===== src/rtl/dws_pkg.sv =====
package dws_pkg;

  localparam int unsigned CODE_W = 12;
  localparam int unsigned AMP_W  = 4;
  localparam logic [CODE_W-1:0] NOISE_SEED = 12'hAAA;
  // feedback taps at register bits 11, 5, 3 and 0
  localparam logic [CODE_W-1:0] NOISE_TAPS = 12'h829;

  typedef enum logic [1:0] {
    WM_IDLE  = 2'b00,
    WM_NOISE = 2'b01,
    WM_TRI_A = 2'b10,
    WM_TRI_B = 2'b11
  } wave_mode_e;

  // low-bit mask selected by the amplitude code, clamped to the full width
  function automatic logic [CODE_W-1:0] amp_mask(input logic [AMP_W-1:0] sel);
    int unsigned n;
    n = (int'(sel) > int'(CODE_W) - 1) ? CODE_W - 1 : int'(sel);
    return {CODE_W{1'b1}} >> (CODE_W - 1 - n);
  endfunction

  // addition that clamps at full scale
  function automatic logic [CODE_W-1:0] sat_add(input logic [CODE_W-1:0] a,
                                                input logic [CODE_W-1:0] b);
    logic [CODE_W:0] s;
    s = {1'b0, a} + {1'b0, b};
    return s[CODE_W] ? {CODE_W{1'b1}} : s[CODE_W-1:0];
  endfunction

  // one shift of the noise register, zero-escape term included
  function automatic logic [CODE_W-1:0] noise_step_fn(input logic [CODE_W-1:0] r);
    logic fb;
    fb = (^(r & NOISE_TAPS)) ^ (~|r[CODE_W-2:0]);
    return {r[CODE_W-2:0], fb};
  endfunction

endpackage


===== src/rtl/dws_noise.sv =====
module dws_noise
  import dws_pkg::*;
#(
  parameter int unsigned W    = CODE_W,
  parameter int unsigned AW   = AMP_W,
  parameter logic [W-1:0] SEED = NOISE_SEED
) (
  input  logic          clk,
  input  logic          rst_n,
  input  logic          clear,
  input  logic          step,
  input  logic [AW-1:0] amp_sel,
  output logic [W-1:0]  lfsr_q,
  output logic [W-1:0]  noise_val
);

  logic [W-1:0] lfsr_nxt;

  always_comb begin
    lfsr_nxt  = noise_step_fn(lfsr_q);
    noise_val = lfsr_nxt & amp_mask(amp_sel);
  end

  always_ff @(posedge clk) begin
    if (!rst_n || clear) begin
      lfsr_q <= SEED;
    end else if (step) begin
      lfsr_q <= lfsr_nxt;
    end
  end

endmodule


===== src/rtl/dws_tri.sv =====
module dws_tri
  import dws_pkg::*;
#(
  parameter int unsigned W  = CODE_W,
  parameter int unsigned AW = AMP_W
) (
  input  logic          clk,
  input  logic          rst_n,
  input  logic          clear,
  input  logic          step,
  input  logic [AW-1:0] amp_sel,
  output logic [W-1:0]  cnt_q,
  output logic [W-1:0]  cnt_nxt
);

  logic         rising_q;
  logic         rising_nxt;
  logic [W-1:0] peak;

  always_comb begin
    peak = amp_mask(amp_sel);
    if (rising_q) begin
      if (cnt_q >= peak) begin
        rising_nxt = 1'b0;
        cnt_nxt    = cnt_q - 1'b1;
      end else begin
        rising_nxt = 1'b1;
        cnt_nxt    = cnt_q + 1'b1;
      end
    end else begin
      if (cnt_q == '0) begin
        rising_nxt = 1'b1;
        cnt_nxt    = cnt_q + 1'b1;
      end else begin
        rising_nxt = 1'b0;
        cnt_nxt    = cnt_q - 1'b1;
      end
    end
  end

  always_ff @(posedge clk) begin
    if (!rst_n || clear) begin
      cnt_q    <= '0;
      rising_q <= 1'b1;
    end else if (step) begin
      cnt_q    <= cnt_nxt;
      rising_q <= rising_nxt;
    end
  end

endmodule


===== src/rtl/dws_outreg.sv =====
module dws_outreg
  import dws_pkg::*;
#(
  parameter int unsigned W = CODE_W
) (
  input  logic         clk,
  input  logic         rst_n,
  input  logic         base_we,
  input  logic [W-1:0] base_wdata,
  input  logic         idle,
  input  logic         load,
  input  logic [W-1:0] wave_val,
  output logic [W-1:0] base_q,
  output logic [W-1:0] code_q
);

  always_ff @(posedge clk) begin
    if (!rst_n) begin
      base_q <= '0;
      code_q <= '0;
    end else begin
      if (base_we) begin
        base_q <= base_wdata;
      end
      if (idle && base_we) begin
        code_q <= base_wdata;
      end else if (load) begin
        code_q <= sat_add(base_q, wave_val);
      end
    end
  end

endmodule


===== src/rtl/dac_wave_synth.sv =====
module dac_wave_synth
  import dws_pkg::*;
#(
  parameter int unsigned DATA_W = CODE_W,
  parameter int unsigned SEL_W  = AMP_W,
  parameter logic [DATA_W-1:0] SEED = NOISE_SEED
) (
  input  logic              clk,
  input  logic              rst_n,
  input  logic              base_we,
  input  logic [DATA_W-1:0] base_wdata,
  input  logic [1:0]        wave_mode,
  input  logic [SEL_W-1:0]  amp_sel,
  input  logic              trig,
  output logic [DATA_W-1:0] code_out
);

  wave_mode_e mode;
  logic gen_clear;
  logic noise_step;
  logic tri_step;

  logic [DATA_W-1:0] lfsr_q;
  logic [DATA_W-1:0] noise_val;
  logic [DATA_W-1:0] tri_cnt;
  logic [DATA_W-1:0] tri_nxt;
  logic [DATA_W-1:0] wave_val;
  logic [DATA_W-1:0] base_val;

  always_comb begin
    mode       = wave_mode_e'(wave_mode);
    gen_clear  = (mode == WM_IDLE);
    noise_step = trig && (mode == WM_NOISE);
    tri_step   = trig && (mode == WM_TRI_A || mode == WM_TRI_B);
    unique case (mode)
      WM_NOISE:          wave_val = noise_val;
      WM_TRI_A, WM_TRI_B: wave_val = tri_nxt;
      default:           wave_val = '0;
    endcase
  end

  dws_noise #(.W(DATA_W), .AW(SEL_W), .SEED(SEED)) u_noise (
    .clk       (clk),
    .rst_n     (rst_n),
    .clear     (gen_clear),
    .step      (noise_step),
    .amp_sel   (amp_sel),
    .lfsr_q    (lfsr_q),
    .noise_val (noise_val)
  );

  dws_tri #(.W(DATA_W), .AW(SEL_W)) u_tri (
    .clk     (clk),
    .rst_n   (rst_n),
    .clear   (gen_clear),
    .step    (tri_step),
    .amp_sel (amp_sel),
    .cnt_q   (tri_cnt),
    .cnt_nxt (tri_nxt)
  );

  dws_outreg #(.W(DATA_W)) u_out (
    .clk        (clk),
    .rst_n      (rst_n),
    .base_we    (base_we),
    .base_wdata (base_wdata),
    .idle       (gen_clear),
    .load       (trig),
    .wave_val   (wave_val),
    .base_q     (base_val),
    .code_q     (code_out)
  );

endmodule


===== config.mk =====
export PLATFORM = sky130hd
export DESIGN_NAME = dac_wave_synth
export DESIGN_NICKNAME = d
export VERILOG_FILES = /design/src/rtl/dws_pkg.sv /design/src/rtl/dws_noise.sv /design/src/rtl/dws_tri.sv /design/src/rtl/dws_outreg.sv /design/src/rtl/dac_wave_synth.sv
export SDC_FILE = /design/constraint.sdc
export NUM_CORES = 1
export LEC_CHECK = 0
export ABC_AREA = 1
export BUFFER_PORTS_ARGS = -buffer_cell sky130_fd_sc_hd__buf_2
export CAP_MARGIN = 10
export CORE_MARGIN = 2
export CORE_UTILIZATION = 35
export CTS_BUF_LIST = sky130_fd_sc_hd__clkbuf_4 sky130_fd_sc_hd__clkbuf_8
export CTS_CLUSTER_DIAMETER = 30
export DETAILED_ROUTE_END_ITERATION = 16
export SYNTH_ARGS = -nofsm -noshare
export SYNTH_HDL_FRONTEND = slang
export SYNTH_HIERARCHICAL = 1
export SYNTH_SLANG_ARGS = --single-unit

===== constraint.sdc =====
create_clock -name clk -period 3.3 [get_ports clk]
set_input_delay 0.165 -clock clk [delete_from_list [all_inputs] [get_ports clk]]
set_output_delay 0.165 -clock clk [all_outputs]
set_load 0.05 [all_outputs]

# --- Word-level counts from Yosys, hierarchy flattened ---
# Index checks and enable logic that the tools add are counted.
# W data, S select, Z words.
classes:
  addsub: 4
  magnitude_cmp: 2
  n_eq_ne: 3
  n_shift: 1
  mux: 11
  bitwise_logic: 2
  reduce_logical: 13
op_table:
  columns: ["op", "n"]
  rows:
  - ["$mux W12", 6]
  - ["$shr A12 B32 Y12 const A", 1]
  - ["$sub A4 B32 Y32 const A", 1]
  - ["$pmux W12 S2", 1]
  - ["$add A12 B12 Y13", 1]
  - ["$add A12 B1 Y12 const B", 1]
  - ["$and A12 B12 Y12", 1]
  - ["$ge A12 B12 Y1", 1]
  - ["$logic_not A12 Y1", 1]
  - ["$reduce_xor A12 Y1", 1]
  - ["$sub A12 B1 Y12 const B", 1]
  - ["$reduce_or A11 Y1", 1]
  - ["$eq A2 B2 Y1 const B", 2]
  - ["$gt A4 B4 Y1 const B", 1]
  - ["$mux W4", 1]
  - ["$logic_and A1 B1 Y1", 3]
  - ["$mux W1", 3]
  - ["$eq A2 B1 Y1 const B", 1]
  - ["$logic_not A1 Y1", 2]
  - ["$logic_not A2 Y1", 1]
  - ["$logic_or A1 B1 Y1", 2]
  - ["$reduce_bool A2 Y1", 1]
  - ["$reduce_or A2 Y1", 1]
  - ["$xor A1 B1 Y1", 1]
totals:
  reg_bits: 49
  inputBits: 22
  output_inout_bits: 12
  wordCells: 41

# --- Depth between registers and ports, before layout ---
depth:
  depth_word: 12
  depth_mapped: 29
  ltp_nobuf: 28

# --- Hierarchy ---
# Netlist, hierarchy kept.
by_module_without_submodules:
  columns: ["module", "n_inst", "cells_per_inst", "area_per_inst_um2", "seq_area_each_um2"]
  rows:
  - ["dws_outreg", 1, 260, 1702.9, 480.5]
  - ["dws_tri", 1, 262, 1636.6, 260.2]
  - ["dws_noise", 1, 120, 763.2, 240.2]
  - ["dac_wave_synth", 1, 46, 202.7, 0.0]

# --- Worst setup path before layout ---
# Ideal clock, no wire load.
synth_path:
  kind: "in2reg"
  from: "input port amp_sel[3]"
  to: "register u_out.code_q[9]"
  setup_time_ns: 0.131
  arrival_ns: 2.825
  t_required_ns: 3.169
  path_slack_ns: 0.344
  path_stages: 23
  path_buffers: 1
  cell_sequence: "or3_1 nor2_1 ha_1 nand2_1 nand3_1 nand2_1 nand2_1 nand2_1 nand2_2 buf_4 nand3_1 nand2_1 nand2_1 nand2_1 fa_1 nand3_1 nand2_2 nand3_2 inv_2 nor2_4 nand3_1 a21oi_1 nor2_1"
synth_between:
  elab_chain_len: 12
  word_cells_on_any_way: 13
  classes_between: "add/sub (2); order compare (2); shift (1); mux (7); bitwise (1)"
synth_lines:
  columns: ["element", "line_no", "source"]
  rows:
  - ["start, declared", "dac_wave_synth.sv:13", "input logic [SEL_W-1:0] amp_sel,"]
  - ["$gt A4 B4 Y1", "dws_pkg.sv:19", "n = (int'(sel) > int'(CODE_W) - 1) ? CODE_W - 1 : int'(sel);"]
  - ["$mux W4 *", "dws_pkg.sv:19", null]
  - ["$sub A4 B32 Y32 *", "dws_pkg.sv:20", "return {CODE_W{1'b1}} >> (CODE_W - 1 - n);"]
  - ["$shr A12 B32 Y12 *", "dws_pkg.sv:20", null]
  - ["$ge A12 B12 Y1 *", "dws_tri.sv:23", "if (cnt_q >= peak) begin"]
  - ["$mux W12 *", "dws_tri.sv:23", null]
  - ["$mux W12 *", "dws_tri.sv:22", "if (rising_q) begin"]
  - ["via tri_nxt[1]", "dac_wave_synth.sv:26", "logic [DATA_W-1:0] tri_nxt;"]
  - ["$pmux W12 S2 *", "dac_wave_synth.sv:35", "unique case (mode)"]
  - ["via wave_val[1]", "dac_wave_synth.sv:27", "logic [DATA_W-1:0] wave_val;"]
  - ["$add A12 B12 Y13 *", "dws_pkg.sv:27", "s = {1'b0, a} + {1'b0, b};"]
  - ["$mux W12 *", "dws_pkg.sv:28", "return s[CODE_W] ? {CODE_W{1'b1}} : s[CODE_W-1:0];"]
  - ["$mux W12 *", "dws_outreg.sv:27", "end else if (load) begin"]
  - ["$mux W12 *", "dws_outreg.sv:25", "if (idle && base_we) begin"]
  - ["end signal, assigned", "dws_outreg.sv:26", "code_q <= base_wdata;"]
  - ["end signal, assigned", "dws_outreg.sv:28", "code_q <= sat_add(base_q, wave_val);"]
  - ["end, declared", "dws_outreg.sv:14", "output logic [W-1:0] code_q"]
# The timed path passes the listed nets; every way through them passes the cells marked *. The select of a mux whose other input is x is not followed.
# A chain may end at the register's enable or synchronous reset.

# --- Final worst setup path ---
layout_path:
  from: "input port amp_sel[1]"
  to: "register u_out.code_q[9]"
# Same word-level chain as after synthesis.

==> flow_metrics.py <==
metrics = {
    "clock_network": {
        "cts_tree": "yes",
        "holdBufCountCts": 0,
        "cts_buffers": 5,
        "cts_buffer_depth": 2,
        "clk_pin_slew_ps": 100,
        "insertion_delay_ps": 310,
        "clock_sinks": 49,
        "h-tree-depth": 2,
        "root_buffer": "clkbuf_8",
    },
    "run_status": {
        "outcome": "completed",
    },
    "synthesis": {
        "mappedNetlistArea_um2": 4220,
        "syn_inst": 677,
        "synth_fp_nets": 727,
        "syn_avg_cell_area_um2": 6.24,
        "yosys_warnings": 6,
    },
    "sta": {
        "relSlewSlack_pct": 65.4,
        "hold_viol_final": 0,
        "min_period_ps": 3100,
        "final-max-slew-violation-count": 0,
        "tightest_slew_ps": 519,
        "fmax_ghz": 0.323,
        "finalSetupViolCount": 0,
        "fin_skew_ps": 13.5,
        "finalCritPeriodShare_pct": 93.9,
        "fin_hold_ws_ps": 97.8,
        "finalSetupTns_ps": 0,
    },
    "floorplanning": {
        "initial_core_util_pct": 35.5,
        "ios": 34,
        "num_rows": 40,
        "die_area_um2": 13000,
        "coreArea_um2": 11900,
        "die_w_um": 114,
        "die_y_um": 114,
    },
    "detailed_routing": {
        "vias": 4527,
        "drc": 0,
        "wl_per_cell_um": 13.5,
        "drt_iter0_markers": 254,
        "ant_nets": 0,
        "avgViaCountPerCell": 5.10,
        "wl_mm": 12.0,
        "dr.pass1.iters": 5,
    },
    "placement": {
        "io_buffers": 33,
        "place.gp.congestion": 0.973,
        "hpwl_mm": 9.51,
    },
    "grt": {
        "grt_pass1_vias": 4286,
        "grt_max_degree": 23,
        "grt_usage_pct": 19.1,
        "antenna_found_initial": 0,
        "grt_pass1_wl_mm": 20.2,
        "grt.overflow.total": 0,
    },
    "power": {
        "pwr-share-clk_pct": 22.5,
        "seqPwrFrac_pct": 37.8,
        "worst_ir_drop_vdd_mv": 0.184,
        "p_int_mw": 1.07,
        "switching_share_pct": 39.0,
        "leakagePower_nw": 2.61,
        "power_per_cell_area_nw_per_um2": 354,
        "combPwrFrac_pct": 39.7,
        "p_sw_mw": 0.684,
    },
    "layout": {
        "fin_nets": 789,
        "fillers": 1260,
        "antenna_cells": 0,
        "layout-drive-gt1-share_pct": 21.2,
        "area_delta_synth_final_pct": 17.1,
    },
    "worst_setup_path": {
        "rrSetupSlack_ps": 200,
        "crit_arrival_ps": 3300,
        "critPathRequiredTime_ps": 3500,
        "start_kind": "primary input",
        "worstPathMaxFanout": 7,
        "endpoint_kind": "flop",
        "path_class": "primary input to flop",
    },
    "min_path": {
        "hold_path_class": "primary input to flop",
    },
    "flow_run": {
        "cap_viol_max_count": 0,
    },
}
cell usage in the layout, fill, tap and decap left out, drive strengths merged, types with 2 or more instances in the layout:
| master | instances |
|---|---|
| ha | 27 |
| nand2 | 203 |
| clkinv | 3 |
| a22o | 5 |
| o21bai | 2 |
| xor2 | 16 |
| nor3 | 10 |
| dfxtp | 49 |
| nor2 | 71 |
| nand3b | 3 |
| o21ai | 35 |
| xnor2 | 4 |
| clkbuf | 6 |
| buf | 72 |
| a31oi | 4 |
| inv | 107 |
| o31ai | 2 |
| a21oi | 47 |
| nand4 | 6 |
| nand3 | 62 |
final cells by class:
type	instances	area, µm²	share of cell area (%)
multi-input combinational	503	2820	56.9
sequential	49	986	19.9
inverter	108	405	8.20
timing repair buffer	72	458	9.26
clock inverter	2	13.8	0.278
tap	147	184	3.72
clock buffer	6	82.6	1.67
worst paths after layout:
| check | start | end | cells past startpoint |
|---|---|---|---|
| setup reg to reg | u_tri/cnt_q[9] | u_out/code_q[9] | 21 |
| hold reg to reg | u_out/code_q[10] | u_out/code_q[10] | 2 |
| setup / recovery | amp_sel[1] | u_out/code_q[9] | 25 |
| hold / removal | base_wdata[10] | u_out/base_q[10] | 3 |
state kept, by name, indices dropped and copies added (netlist names):
register and count:
u_noise/lfsr_q 12, u_out/base_q 12, u_out/code_q 12, u_tri/cnt_q 12
u_tri/rising_q 1
timing repair:
action	CTS	global route
gates resized for setup	0	26
setup endpoints to repair	0	12
setup buffers	0	4
power groups by stage:
stage / Sequential [mW] / Clock [mW] / Combinational [mW]
2_1_floorplan: 0.727 / 0 / 0.404
3_3_place_gp: 0.676 / 0 / 0.641
3_5_place_dp: 0.676 / 0 / 0.649
4_1_cts: 0.663 / 0.407 / 0.652
5_1_grt: 0.668 / 0.427 / 0.780
6_report: 0.663 / 0.394 / 0.696
per-layer routing:
| metal | up-vias | routed length, µm | global-route usage (%) |
|---|---|---|---|
| li1 | 2275 | - | - |
| met1 | 2101 | 5490 | 25.5 |
| met2 | 133 | 5610 | 32.7 |
| met3 | 18 | 662 | 2.28 |
| met4 | 0 | 224 | 4.96 |
| met5 | - | 0 | 0 |
per-stage QoR:
stage	setup WS [ps]	cells	utilization, %	total power, mW	cell area (µm²)
2_1_floorplan	344	677	-	1.13	4220
3_3_place_gp	-55.3	874	39.5	1.32	4700
3_5_place_dp	-158	874	39.5	1.33	4700
4_1_cts	15.0	882	40.3	1.72	4800
5_1_grt	-28.7	887	41.5	1.87	4950
6_report	203	887	41.5	1.75	4950
worst max-delay path, cell delays in order:
cell and delay (ps):
buf_2 140, nand2_1 100, inv_1 70, o21ai_0 300
ha_4 270, nand2_2 100, inv_1 40, nand2_1 70
nand3_1 120, nor2_4 160, buf_4 130, nand2_2 90
nand3_1 120, nand2_1 90, nand2_1 90, nand2_1 70
ha_1 320, nand2_2 80, a21oi_1 50, nor2_2 190
nand2_2 90, nor2_4 170, nand3_1 100, a21oi_1 130
nor2_1 50
Power figures use the tool's default switching activity.
